**config.mk**
```make
export PLATFORM = sky130hd
export DESIGN_NAME = rdma_port_engine
export DESIGN_NICKNAME = d
export VERILOG_FILES = /design/src/rtl/rdma_pkg.sv /design/src/rtl/rdma_regs.sv /design/src/rtl/rdma_engine.sv /design/src/rtl/rdma_port_engine.sv
export SDC_FILE = /design/constraint.sdc
export NUM_CORES = 1
export LEC_CHECK = 0
export ABC_CLOCK_PERIOD_IN_PS = 3430
export BUFFER_PORTS_ARGS = -buffer_cell sky130_fd_sc_hd__buf_2
export CAP_MARGIN = 5
export CORE_AREA = 2 2 103 105
export CTS_CLUSTER_SIZE = 10
export DETAILED_ROUTE_END_ITERATION = 12
export DIE_AREA = 0 0 105 107
export PLACE_DENSITY = 0.74
export SYNTH_ARGS = -nofsm -noshare
export SYNTH_HDL_FRONTEND = slang
export SYNTH_SLANG_ARGS = --single-unit
```
**constraint.sdc**
```tcl
create_clock -name clk -period 3.43 [get_ports clk]
set_input_delay 0.343 -clock clk [delete_from_list [all_inputs] [get_ports clk]]
set_output_delay 0.343 -clock clk [all_outputs]
set_load 0.01 [all_outputs]
```
**src/rtl/rdma_pkg.sv**
```systemverilog
// Shared definitions for the remote DMA port engine: register offsets,
// command field codes and the engine state encoding.
package rdma_pkg;
    localparam logic [3:0] OFS_CMD     = 4'h0;
    localparam logic [3:0] OFS_STATUS  = 4'h7;
    localparam logic [3:0] OFS_ADDR_LO = 4'h8;
    localparam logic [3:0] OFS_ADDR_HI = 4'h9;
    localparam logic [3:0] OFS_CNT_LO  = 4'hA;
    localparam logic [3:0] OFS_CNT_HI  = 4'hB;
    localparam logic [3:0] OFS_CFG     = 4'hE;

    localparam int DONE_BIT  = 6;
    localparam int START_BIT = 1;

    localparam logic [2:0] XFER_READ  = 3'b001;
    localparam logic [2:0] XFER_WRITE = 3'b010;

    typedef enum logic [2:0] {
        ENG_IDLE,
        ENG_FETCH,
        ENG_WAIT,
        ENG_READY,
        ENG_WRITE
    } eng_state_t;
endpackage

```
**src/rtl/rdma_regs.sv**
```systemverilog
// Host register file: holds start address, byte count, word mode, the last
// command byte and the write-1-to-clear completion flag. Decodes command
// writes into single-cycle start/abort pulses.
// Assumes ADDR_W and CNT_W are 16 (two byte registers each).
module rdma_regs
    import rdma_pkg::*;
#(
    parameter int ADDR_W = 16,
    parameter int CNT_W  = 16
) (
    input  logic              clk,
    input  logic              rst_n,
    input  logic              reg_we,
    input  logic [3:0]        reg_addr,
    input  logic [7:0]        reg_wdata,
    input  logic              done_set,
    output logic              start_rd,
    output logic              start_wr,
    output logic              abort_req,
    output logic [ADDR_W-1:0] start_addr,
    output logic [CNT_W:0]    start_cnt,
    output logic              word_mode,
    output logic              done_flag,
    output logic [7:0]        cmd_byte
);
    logic [CNT_W-1:0] cnt_reg;
    logic             cmd_hit;
    logic [2:0]       field;
    logic             clr_hit;

    // Decode a command write into start and abort pulses.
    always_comb begin
        cmd_hit   = reg_we && (reg_addr == OFS_CMD);
        field     = reg_wdata[5:3];
        abort_req = cmd_hit && field[2];
        start_rd  = cmd_hit && reg_wdata[START_BIT] && (field == XFER_READ);
        start_wr  = cmd_hit && reg_wdata[START_BIT] && (field == XFER_WRITE);
        clr_hit   = reg_we && (reg_addr == OFS_STATUS) && reg_wdata[DONE_BIT];
        start_cnt = {1'b0, cnt_reg} + {{CNT_W{1'b0}}, word_mode & cnt_reg[0]};
    end

    // Capture host writes into the configuration registers.
    always_ff @(posedge clk) begin
        if (!rst_n) begin
            start_addr <= '0;
            cnt_reg    <= '0;
            word_mode  <= 1'b0;
            cmd_byte   <= '0;
        end else if (reg_we) begin
            case (reg_addr)
                OFS_ADDR_LO: start_addr[7:0]  <= reg_wdata;
                OFS_ADDR_HI: start_addr[15:8] <= reg_wdata;
                OFS_CNT_LO:  cnt_reg[7:0]     <= reg_wdata;
                OFS_CNT_HI:  cnt_reg[15:8]    <= reg_wdata;
                OFS_CFG:     word_mode        <= reg_wdata[0];
                OFS_CMD:     cmd_byte         <= reg_wdata;
                default: ;
            endcase
        end
    end

    // Completion flag: set by the engine, cleared by writing one; set wins.
    always_ff @(posedge clk) begin
        if (!rst_n)        done_flag <= 1'b0;
        else if (done_set) done_flag <= 1'b1;
        else if (clr_hit)  done_flag <= 1'b0;
    end


    done_set_chk: assert property (@(posedge clk) disable iff (!rst_n)
        done_set |=> done_flag);

    done_clear_chk: assert property (@(posedge clk) disable iff (!rst_n)
        (clr_hit && !done_set) |=> !done_flag);
endmodule

```
**src/rtl/rdma_engine.sv**
```systemverilog
// Transfer engine: walks the current address and remaining count, prefetches
// read data through a one-clock-latency memory, and passes data-port writes
// straight to memory. Commands on the same edge take priority over accesses.
module rdma_engine
    import rdma_pkg::*;
#(
    parameter int ADDR_W = 16,
    parameter int CNT_W  = 16
) (
    input  logic              clk,
    input  logic              rst_n,
    input  logic              start_rd,
    input  logic              start_wr,
    input  logic              abort_req,
    input  logic [ADDR_W-1:0] start_addr,
    input  logic [CNT_W:0]    start_cnt,
    input  logic              word_mode,
    input  logic              dp_rd,
    input  logic              dp_wr,
    input  logic [15:0]       dp_wdata,
    input  logic [15:0]       mem_rdata,
    output logic [ADDR_W-1:0] cur_addr,
    output logic              done_set,
    output logic              rd_ready,
    output logic [15:0]       rd_data,
    output logic              mem_re,
    output logic              mem_we,
    output logic              mem_wide,
    output logic [ADDR_W-1:0] mem_addr,
    output logic [15:0]       mem_wdata
);
    eng_state_t        state;
    logic [CNT_W:0]    remain;
    logic              wide;
    logic [15:0]       rd_buf;
    logic              cmd_any;
    logic              take;
    logic              last;
    logic [CNT_W:0]    step_c;
    logic [ADDR_W-1:0] step_a;

    // Access acceptance and step sizes for the current transfer.
    always_comb begin
        cmd_any  = start_rd || start_wr || abort_req;
        step_c   = {{(CNT_W-1){1'b0}}, wide, ~wide};
        step_a   = {{(ADDR_W-2){1'b0}}, wide, ~wide};
        take     = !cmd_any && (((state == ENG_READY) && dp_rd) ||
                                ((state == ENG_WRITE) && dp_wr));
        last     = remain <= step_c;
        done_set = (take && last) ||
                   ((start_rd || start_wr) && (start_cnt == '0));
        mem_re   = (state == ENG_FETCH);
        mem_we   = (state == ENG_WRITE) && dp_wr && !cmd_any;
        mem_addr = cur_addr;
        mem_wdata = dp_wdata;
        mem_wide = wide;
        rd_ready = (state == ENG_READY);
        rd_data  = rd_buf;
    end

    // Transfer state, address, count and prefetch buffer.
    always_ff @(posedge clk) begin
        if (!rst_n) begin
            state    <= ENG_IDLE;
            cur_addr <= '0;
            remain   <= '0;
            wide     <= 1'b0;
            rd_buf   <= '0;
        end else if (abort_req) begin
            state <= ENG_IDLE;
        end else if (start_rd || start_wr) begin
            cur_addr <= start_addr;
            remain   <= start_cnt;
            wide     <= word_mode;
            if (start_cnt == '0) state <= ENG_IDLE;
            else                 state <= start_rd ? ENG_FETCH : ENG_WRITE;
        end else begin
            case (state)
                ENG_FETCH: state <= ENG_WAIT;
                ENG_WAIT: begin
                    rd_buf <= wide ? mem_rdata : {8'h00, mem_rdata[7:0]};
                    state  <= ENG_READY;
                end
                ENG_READY, ENG_WRITE: begin
                    if (take) begin
                        cur_addr <= cur_addr + step_a;
                        remain   <= remain - step_c;
                        if (last)                   state <= ENG_IDLE;
                        else if (state == ENG_READY) state <= ENG_FETCH;
                    end
                end
                default: state <= ENG_IDLE;
            endcase
        end
    end


    addr_step_chk: assert property (@(posedge clk) disable iff (!rst_n)
        take |=> (cur_addr == $past(cur_addr) + $past(step_a)));

    idle_hold_chk: assert property (@(posedge clk) disable iff (!rst_n)
        ((state == ENG_IDLE) && !start_rd && !start_wr) |=> $stable(cur_addr));

    mem_excl_chk: assert property (@(posedge clk) disable iff (!rst_n)
        !(mem_re && mem_we));

    done_idle_chk: assert property (@(posedge clk) disable iff (!rst_n)
        done_set |=> (state == ENG_IDLE));

    ready_rise_chk: assert property (@(posedge clk) disable iff (!rst_n)
        $rose(rd_ready) |-> ($past(state) == ENG_WAIT));
endmodule

```
**src/rtl/rdma_port_engine.sv**
```systemverilog
// Top of the remote DMA port engine: joins the register file and the
// transfer engine and provides the combinational register readback.
module rdma_port_engine
    import rdma_pkg::*;
#(
    parameter int ADDR_W = 16,
    parameter int CNT_W  = 16
) (
    input  logic        clk,
    input  logic        rst_n,
    input  logic        reg_we,
    input  logic [3:0]  reg_addr,
    input  logic [7:0]  reg_wdata,
    output logic [7:0]  reg_rdata,
    input  logic        dp_rd,
    input  logic        dp_wr,
    input  logic [15:0] dp_wdata,
    output logic [15:0] dp_rdata,
    output logic        dp_rd_ready,
    output logic        done_irq,
    output logic        mem_re,
    output logic        mem_we,
    output logic        mem_wide,
    output logic [15:0] mem_addr,
    output logic [15:0] mem_wdata,
    input  logic [15:0] mem_rdata
);
    logic              start_rd, start_wr, abort_req, done_set;
    logic              word_mode, done_flag;
    logic [ADDR_W-1:0] start_addr, cur_addr;
    logic [CNT_W:0]    start_cnt;
    logic [7:0]        cmd_byte;

    rdma_regs #(.ADDR_W(ADDR_W), .CNT_W(CNT_W)) u_regs (
        .clk(clk), .rst_n(rst_n), .reg_we(reg_we), .reg_addr(reg_addr),
        .reg_wdata(reg_wdata), .done_set(done_set), .start_rd(start_rd),
        .start_wr(start_wr), .abort_req(abort_req), .start_addr(start_addr),
        .start_cnt(start_cnt), .word_mode(word_mode), .done_flag(done_flag),
        .cmd_byte(cmd_byte)
    );

    rdma_engine #(.ADDR_W(ADDR_W), .CNT_W(CNT_W)) u_eng (
        .clk(clk), .rst_n(rst_n), .start_rd(start_rd), .start_wr(start_wr),
        .abort_req(abort_req), .start_addr(start_addr), .start_cnt(start_cnt),
        .word_mode(word_mode), .dp_rd(dp_rd), .dp_wr(dp_wr),
        .dp_wdata(dp_wdata), .mem_rdata(mem_rdata), .cur_addr(cur_addr),
        .done_set(done_set), .rd_ready(dp_rd_ready), .rd_data(dp_rdata),
        .mem_re(mem_re), .mem_we(mem_we), .mem_wide(mem_wide),
        .mem_addr(mem_addr), .mem_wdata(mem_wdata)
    );

    assign done_irq = done_flag;

    // Register readback multiplexer.
    always_comb begin
        case (reg_addr)
            OFS_CMD:     reg_rdata = cmd_byte;
            OFS_STATUS:  reg_rdata = {1'b0, done_flag, 6'b0};
            OFS_ADDR_LO: reg_rdata = cur_addr[7:0];
            OFS_ADDR_HI: reg_rdata = cur_addr[15:8];
            OFS_CFG:     reg_rdata = {7'b0, word_mode};
            default:     reg_rdata = 8'h00;
        endcase
    end
endmodule

```
==> impl_metrics.ini, run 1 <==
[run_status]
status = complete, no violations

[clocking]
ctsResizeCount = 0
cts_tree = yes
clock_latency_ns = 0.37
h-tree-depth = 3
path_clk_slew_ns = 0.10
cts-root-buf = clkbuf_8
postCtsHoldBufs = 0
cts_inserted_buffers = 9
clk_path_buf_depth = 2
cts_setup_buffers = 0
clock_sinks = 95

[cells_and_area]
n_antenna_cell = 0
final_layout_size_suffix_gt1_frac = 0.173
largest_reg_flops = 17
fin_nets = 715
syn2layout_area_growth_pct = 9.79
fin_util = 0.542
largest_register = u_eng.remain

[global_routing]
grt_use_total = 0.230
grt_overflow = 0
antenna_found_initial = 0
grt_pass1_wl_um = 20900
grt_max_degree = 59
grt_pass1_vias = 4219

[die]
die_h_um = 107
dieArea_sq_um = 11200
io_pins = 110
start_util = 0.494
dieWidth_um = 105
core_area_sq_um = 10100
row_count = 37

[sta]
finalSetupViolations = 0
post-route-period-util = 0.725
timing.slew.headroom = 0.412
slew_violations = 0
setup_slack_ns = 0.944
finalSetupTns_ns = 0
hold_viol = 0
timing.fmax_mhz = 402
worstMarginPinSlew_ns = 0.879
min_period_ns = 2.49
rsz0062_at_grt = false
worst_clock_skew_ns = 0.0140

[setup_path]
cp_cell_sequence = buf_4 > inv_1 > ha_1 > inv_1 > fa_1 > nor2_1 > nand4_1 > or4_1 > nand3_1
critPathLaunch = u_eng.mem_wide
r2r_setup_slack_ns = 0.94
slowest_delay_ns = 0.44
cp_common_cell = inv_1
required_ns = 3.75
cp-start-kind = flop
crit_type = reg -> reg
r2r_cells = 9
timing.rr.start = u_eng.mem_wide
critPathCapture = u_eng.cur_addr[14]
cp_slowest_cell = or4_1
r2r-end = u_eng.cur_addr[14]
critPathArrivalTime_ns = 2.81
cp-end-kind = flop
path_max_fanout = 13

[synth]
synth-seq-cells = 95
async_reset_ff_frac = 0
avgSynthCellArea_sq_um = 8.00
syn_inst = 623
yosysSeqAreaShare = 0.382
ys.flop_type = dfxtp_1
syn_area_sq_um = 4980
synthesis.nets = 679
synth_warnings = 0
ys_types = 51
synth_edf_count = 0

[placement]
hpwl_um = 9370
io_buffers = 77
place.gp.congestion = 0.874
pre_cts_slack_ns = 0.919

[job]
max_cap_violations = 0

[power]
vdd_drop_max_uv = 218
power_density_nw_per_um2 = 351
leakage_nw = 2.14
total_power_w = 0.00192

[route]
drtAntennaViolNets = 0
first_pass_iters = 5
dr.first_iter.drc_count = 349
wl_per_cell_um = 16.1
viasPerCell = 5.79
drc = 0
vias = 4633
drt_wl_total_um = 12800

[hold_path]
min_from = mem_rdata[6]
holdPathStages = 3
min_path_type = in -> reg
## metal layers
metal	global-route usage	vias to the layer above	wire length [um]
met5	0	-	0
met4	0.102	0	251
met3	0.0359	29	1010
met2	0.353	198	5800
met1	0.319	2159	5780
li1	-	2247	-
## cell type report
| class | count | area (sq um) |
|---|---|---|
| clock inverter | 6 | 51.3 |
| tap | 136 | 170 |
| clock buffer | 10 | 128 |
| sequential | 95 | 1900 |
| timing repair buffer | 85 | 445 |
| fill | 971 | 4620 |
| multi-input combinational | 458 | 2740 |
| inverter | 10 | 37.5 |
## Yosys cell counts (all sizes together), types with 10 or more instances
library cell	number	area [sq um]
a21oi	62	310
and3	11	68.8
buf	30	199
clkbuf	30	113
dfxtp	95	1900
inv	10	37.5
mux2i	19	190
nand2	93	349
nand3	52	260
nand4	13	81.3
nor2	42	158
nor3	24	135
o21ai	16	80.1
xnor2	24	210
xor2	21	184
## per-stage QoR
step	cells	hold WS, ns	area [sq um]
floorplan	623	0.432	4980
global placement	784	0.437	5290
detailed placement	784	0.446	5290
CTS	800	0.185	5470
global route	800	0.198	5470
finish	800	0.194	5470
## critical path: cells and delay by family (launching register included)
kind | cells | cell delay (ns)
AND/OR/NAND/NOR | 4 | 1.17
adder cells (fa/ha/maj) | 2 | 0.55
buffers and inverters | 3 | 0.40
flip-flops | 1 | 0.31
## logic make-up after synthesis
group / after synthesis / share of synthesized area
simple gates: 268 / 0.264
buf+inv: 70 / 0.0700
compound gates: 119 / 0.147
xor+xnor: 45 / 0.0791
fa+ha+maj: 7 / 0.0206
mux: 19 / 0.0382
flops: 95 / 0.382
## how the worst min path moves through the flow
stage	to	slack, ns
after floorplan	u_eng.cur_addr[1]	0.43
after global placement	u_eng.rd_data[9]	0.44
after detailed placement	u_regs.start_addr[10]	0.45
after CTS	u_eng.rd_data[7]	0.19
after global routing	u_eng.rd_data[3]	0.20
final	u_eng.rd_data[6]	0.19
## power by group
group / switching [W] / internal (W)
Clock: 0.000417 / 0.000274
Sequential: 0.00000973 / 0.00111
Combinational: 0.0000743 / 0.0000371
Total: 0.000501 / 0.00142
## placed cells by master, fill, tap and decap left out, drive strengths merged, types with 4 or more instances in the layout
cell type,count
dfxtp,95
nand2,93
buf,85
a21oi,62
nand3,52
nor2,42
xnor2,24
nor3,24
xor2,21
mux2i,19
o21ai,16
nand4,13
inv,13
and3,11
clkbuf,10
a211oi,9
a22oi,8
nand2b,5
nor3b,5
ha,5
a31o,4
or3,4
nor4,4
No activity file was read; power rests on OpenSTA's default activity.
==> inputs of run 2 (changes only) <==
ABC_AREA = 1   (was not set)
ABC_CLOCK_PERIOD_IN_PS = 2600   (was 3430)
CORE_AREA = 2 2 107 109   (was 2 2 103 105)
DIE_AREA = 0 0 109 111   (was 0 0 105 107)
PLACE_DENSITY = 0.72   (was 0.74)
clock period = 2.6 ns   (was 3.43 ns; I/O delays follow)
==> run 2 against run 1 <==
  * Wire length increased by 20%
  * Synthesized cell count increased by 27%
  * Global-route usage up 3.2 points
  * Largest power group unchanged
==> impl_metrics.ini, run 2 <==
[placement]
place.gp.congestion = 0.962
pre_cts_slack_ns = 0.406
hpwl_um = 11200
io_buffers = 77
dpl.cell_count = 985
place_area_sq_um = 5780

[global_routing]
grt_overflow = 0
grt_max_degree = 62
grt_pass1_vias = 4801
antenna_found_initial = 0
grt_pass1_wl_um = 24900
grt_use_total = 0.261

[cells_and_area]
final_layout_size_suffix_gt1_frac = 0.146
n_fill_cell = 1094
syn2layout_area_growth_pct = 14.1
fin_nets = 909
final_area_sq_um = 6080
layout_common_cells = nand2_1, dfxtp_1, inv_1
mostFrequentLayoutCell = nand2_1
n_antenna_cell = 0
largest_register = u_eng.remain
layoutNonFillerInstCount = 1000
largest_reg_flops = 17

[setup_path]
critPathBufInv = 1
slowest_delay_ns = 0.33
crit_type = reg -> reg
timing.rr.start = u_eng.mem_wide
path_delay_family = simple AND/OR/NAND/NOR gates
critPathArrivalTime_ns = 2.50
cp_common_cell = nand2_1
cp-start-kind = flop
cp_slowest_cell = dfxtp_1
r2r_cells = 13
cp-end-kind = flop
r2r_setup_slack_ns = 0.37
cp_cell_sequence = inv_1 > ha_1 > nand2_1 > nand2_1 > nor2_1 > nand3_1 > nand2_1 > nand2_1 > nand3_1 > nand2_1 > nand2_1 > nand2_1 > a21oi_1
r2r-end = u_eng.state[1]
required_ns = 2.86
path_max_fanout = 5

[sta]
worstMarginPinSlew_ns = 0.792
finalSetupViolations = 0
worst_clock_skew_ns = 0.00747
finalSetupTns_ns = 0
post-route-period-util = 0.858
hold_viol = 0
timing.hold.ws_ns = 0.183
timing.slew.headroom = 0.471
rsz0062_at_grt = false
timing.fmax_mhz = 448
min_period_ns = 2.23
setup_slack_ns = 0.368
slew_violations = 0

[job]
max_cap_violations = 0

[synth]
synth_warnings = 0
synth_edf_count = 0
yosysMostFrequentCell = nand2_1
yosysSeqAreaShare = 0.357
synth-seq-cells = 95
yosys-top-cells-count = nand2_1, dfxtp_1, inv_1
async_reset_ff_frac = 0
synth_top_area_cell = dfxtp_1
syn_area_sq_um = 5330
ys_types = 38
synthesis.nets = 848
ys.flop_type = dfxtp_1
synth.area.top_cells = dfxtp_1, nand2_1, o21ai_0
synth_top_area_frac = 0.357
avgSynthCellArea_sq_um = 6.73
syn_inst = 792

[route]
first_pass_iters = 5
viasPerCell = 5.42
drt_wl_total_um = 15400
dr.first_iter.drc_count = 454
drc = 0
vias = 5423
wl_per_cell_um = 15.4
drtAntennaViolNets = 0

[die]
core_area_sq_um = 11100
io_pins = 110
die_h_um = 111
dieArea_sq_um = 12100
dieWidth_um = 109
start_util = 0.481
row_count = 39

[clocking]
h-tree-depth = 3
clock_sinks = 95
postCtsHoldBufs = 0
path_clk_slew_ns = 0.07
clk_path_buf_depth = 2
cts_tree = yes
cts_setup_buffers = 0
ctsResizeCount = 0
clock_latency_ns = 0.34
cts_inserted_buffers = 9
cts-root-buf = clkbuf_16

[power]
leakage_nw = 2.67
vdd_drop_max_uv = 316
power_density_nw_per_um2 = 496

[hold_path]
holdPathStages = 3
min_from = mem_rdata[9]
holdPathEnd = u_eng.rd_data[9]
min_path_type = in -> reg

[run_status]
status = complete, no violations
## run 2: changes by cell type in the layout (fill, tap and decap cells not counted), moves of 11 or more
cell	delta
o21ai_0	+64
o211ai_1	+12
and3_1	-11
a21oi_1	+13
nand3_1	-14
inv_1	+82
nand2_1	+73
nor2_1	+46
xnor2_1	-19
mux2i_1	-19
## run 2: worst max path at each step
stage,start,depth (start not counted),slack (ns),end
3_3_place_gp,reg_wdata[3],10,0.45,u_eng.rd_data[15]
6_report,u_eng.mem_wide,13,0.37,u_eng.state[1]
2_1_floorplan,u_eng.mem_wide,13,0.12,u_eng.cur_addr[12]
4_1_cts,u_eng.mem_wide,13,0.38,u_eng.cur_addr[12]
5_1_grt,u_eng.mem_wide,13,0.1,u_eng.state[1]
3_5_place_dp,u_eng.mem_wide,13,0.41,u_eng.cur_addr[12]
## run 2: final cells by class
cell class	instances	area (sq um)	area share
Timing Repair Buffer	94	526	0.0865
Tap cell	143	179	0.0294
Inverter	93	349	0.0574
Multi-Input combinational cell	560	2830	0.465
Clock buffer	9	225	0.0371
Sequential cell	95	1900	0.313
Clock inverter	6	71.3	0.0117
## run 2: cells by family after synthesis
logic type | share of synthesized area
simple gates | 0.274
buf+inv | 0.112
flops | 0.357
xor+xnor | 0.0280
compound gates | 0.210
fa+ha+maj | 0.0193
## run 2: through the flow
| stage | utilization | power [W] |
|---|---|---|
| after floorplan | - | 0.00165 |
| after global placement | 0.522 | 0.00171 |
| after detailed placement | 0.522 | 0.00171 |
| after CTS | 0.549 | 0.00303 |
| after global routing | 0.549 | 0.00313 |
| final | 0.549 | 0.00302 |
## run 2: per-layer routing
| layer | vias to the layer above | GRT usage | wire length [um] |
|---|---|---|---|
| met3 | 20 | 0.0382 | 1100 |
| met4 | 0 | 0.0701 | 234 |
| met2 | 215 | 0.365 | 6610 |
| li1 | 2719 | - | - |
| met1 | 2469 | 0.413 | 7480 |
| met5 | - | 0 | 0 |
## run 2: tightest hold or removal path, delay by kind of cell
| family | cells | cell delay (ns) |
|---|---|---|
| AND/OR/NAND/NOR | 1 | 0.07 |
| buffers and inverters | 1 | 0.09 |
| AO/OA/AOI/OAI | 1 | 0.05 |
## run 2: power by group
group          switching (W)  leakage (nW)  total (W)  internal (W)
clock network       0.000585         0.143    0.00133      0.000749
registers          0.0000147         0.767    0.00149       0.00147
logic               0.000133          1.76   0.000197     0.0000646
total               0.000732          2.67    0.00302       0.00228
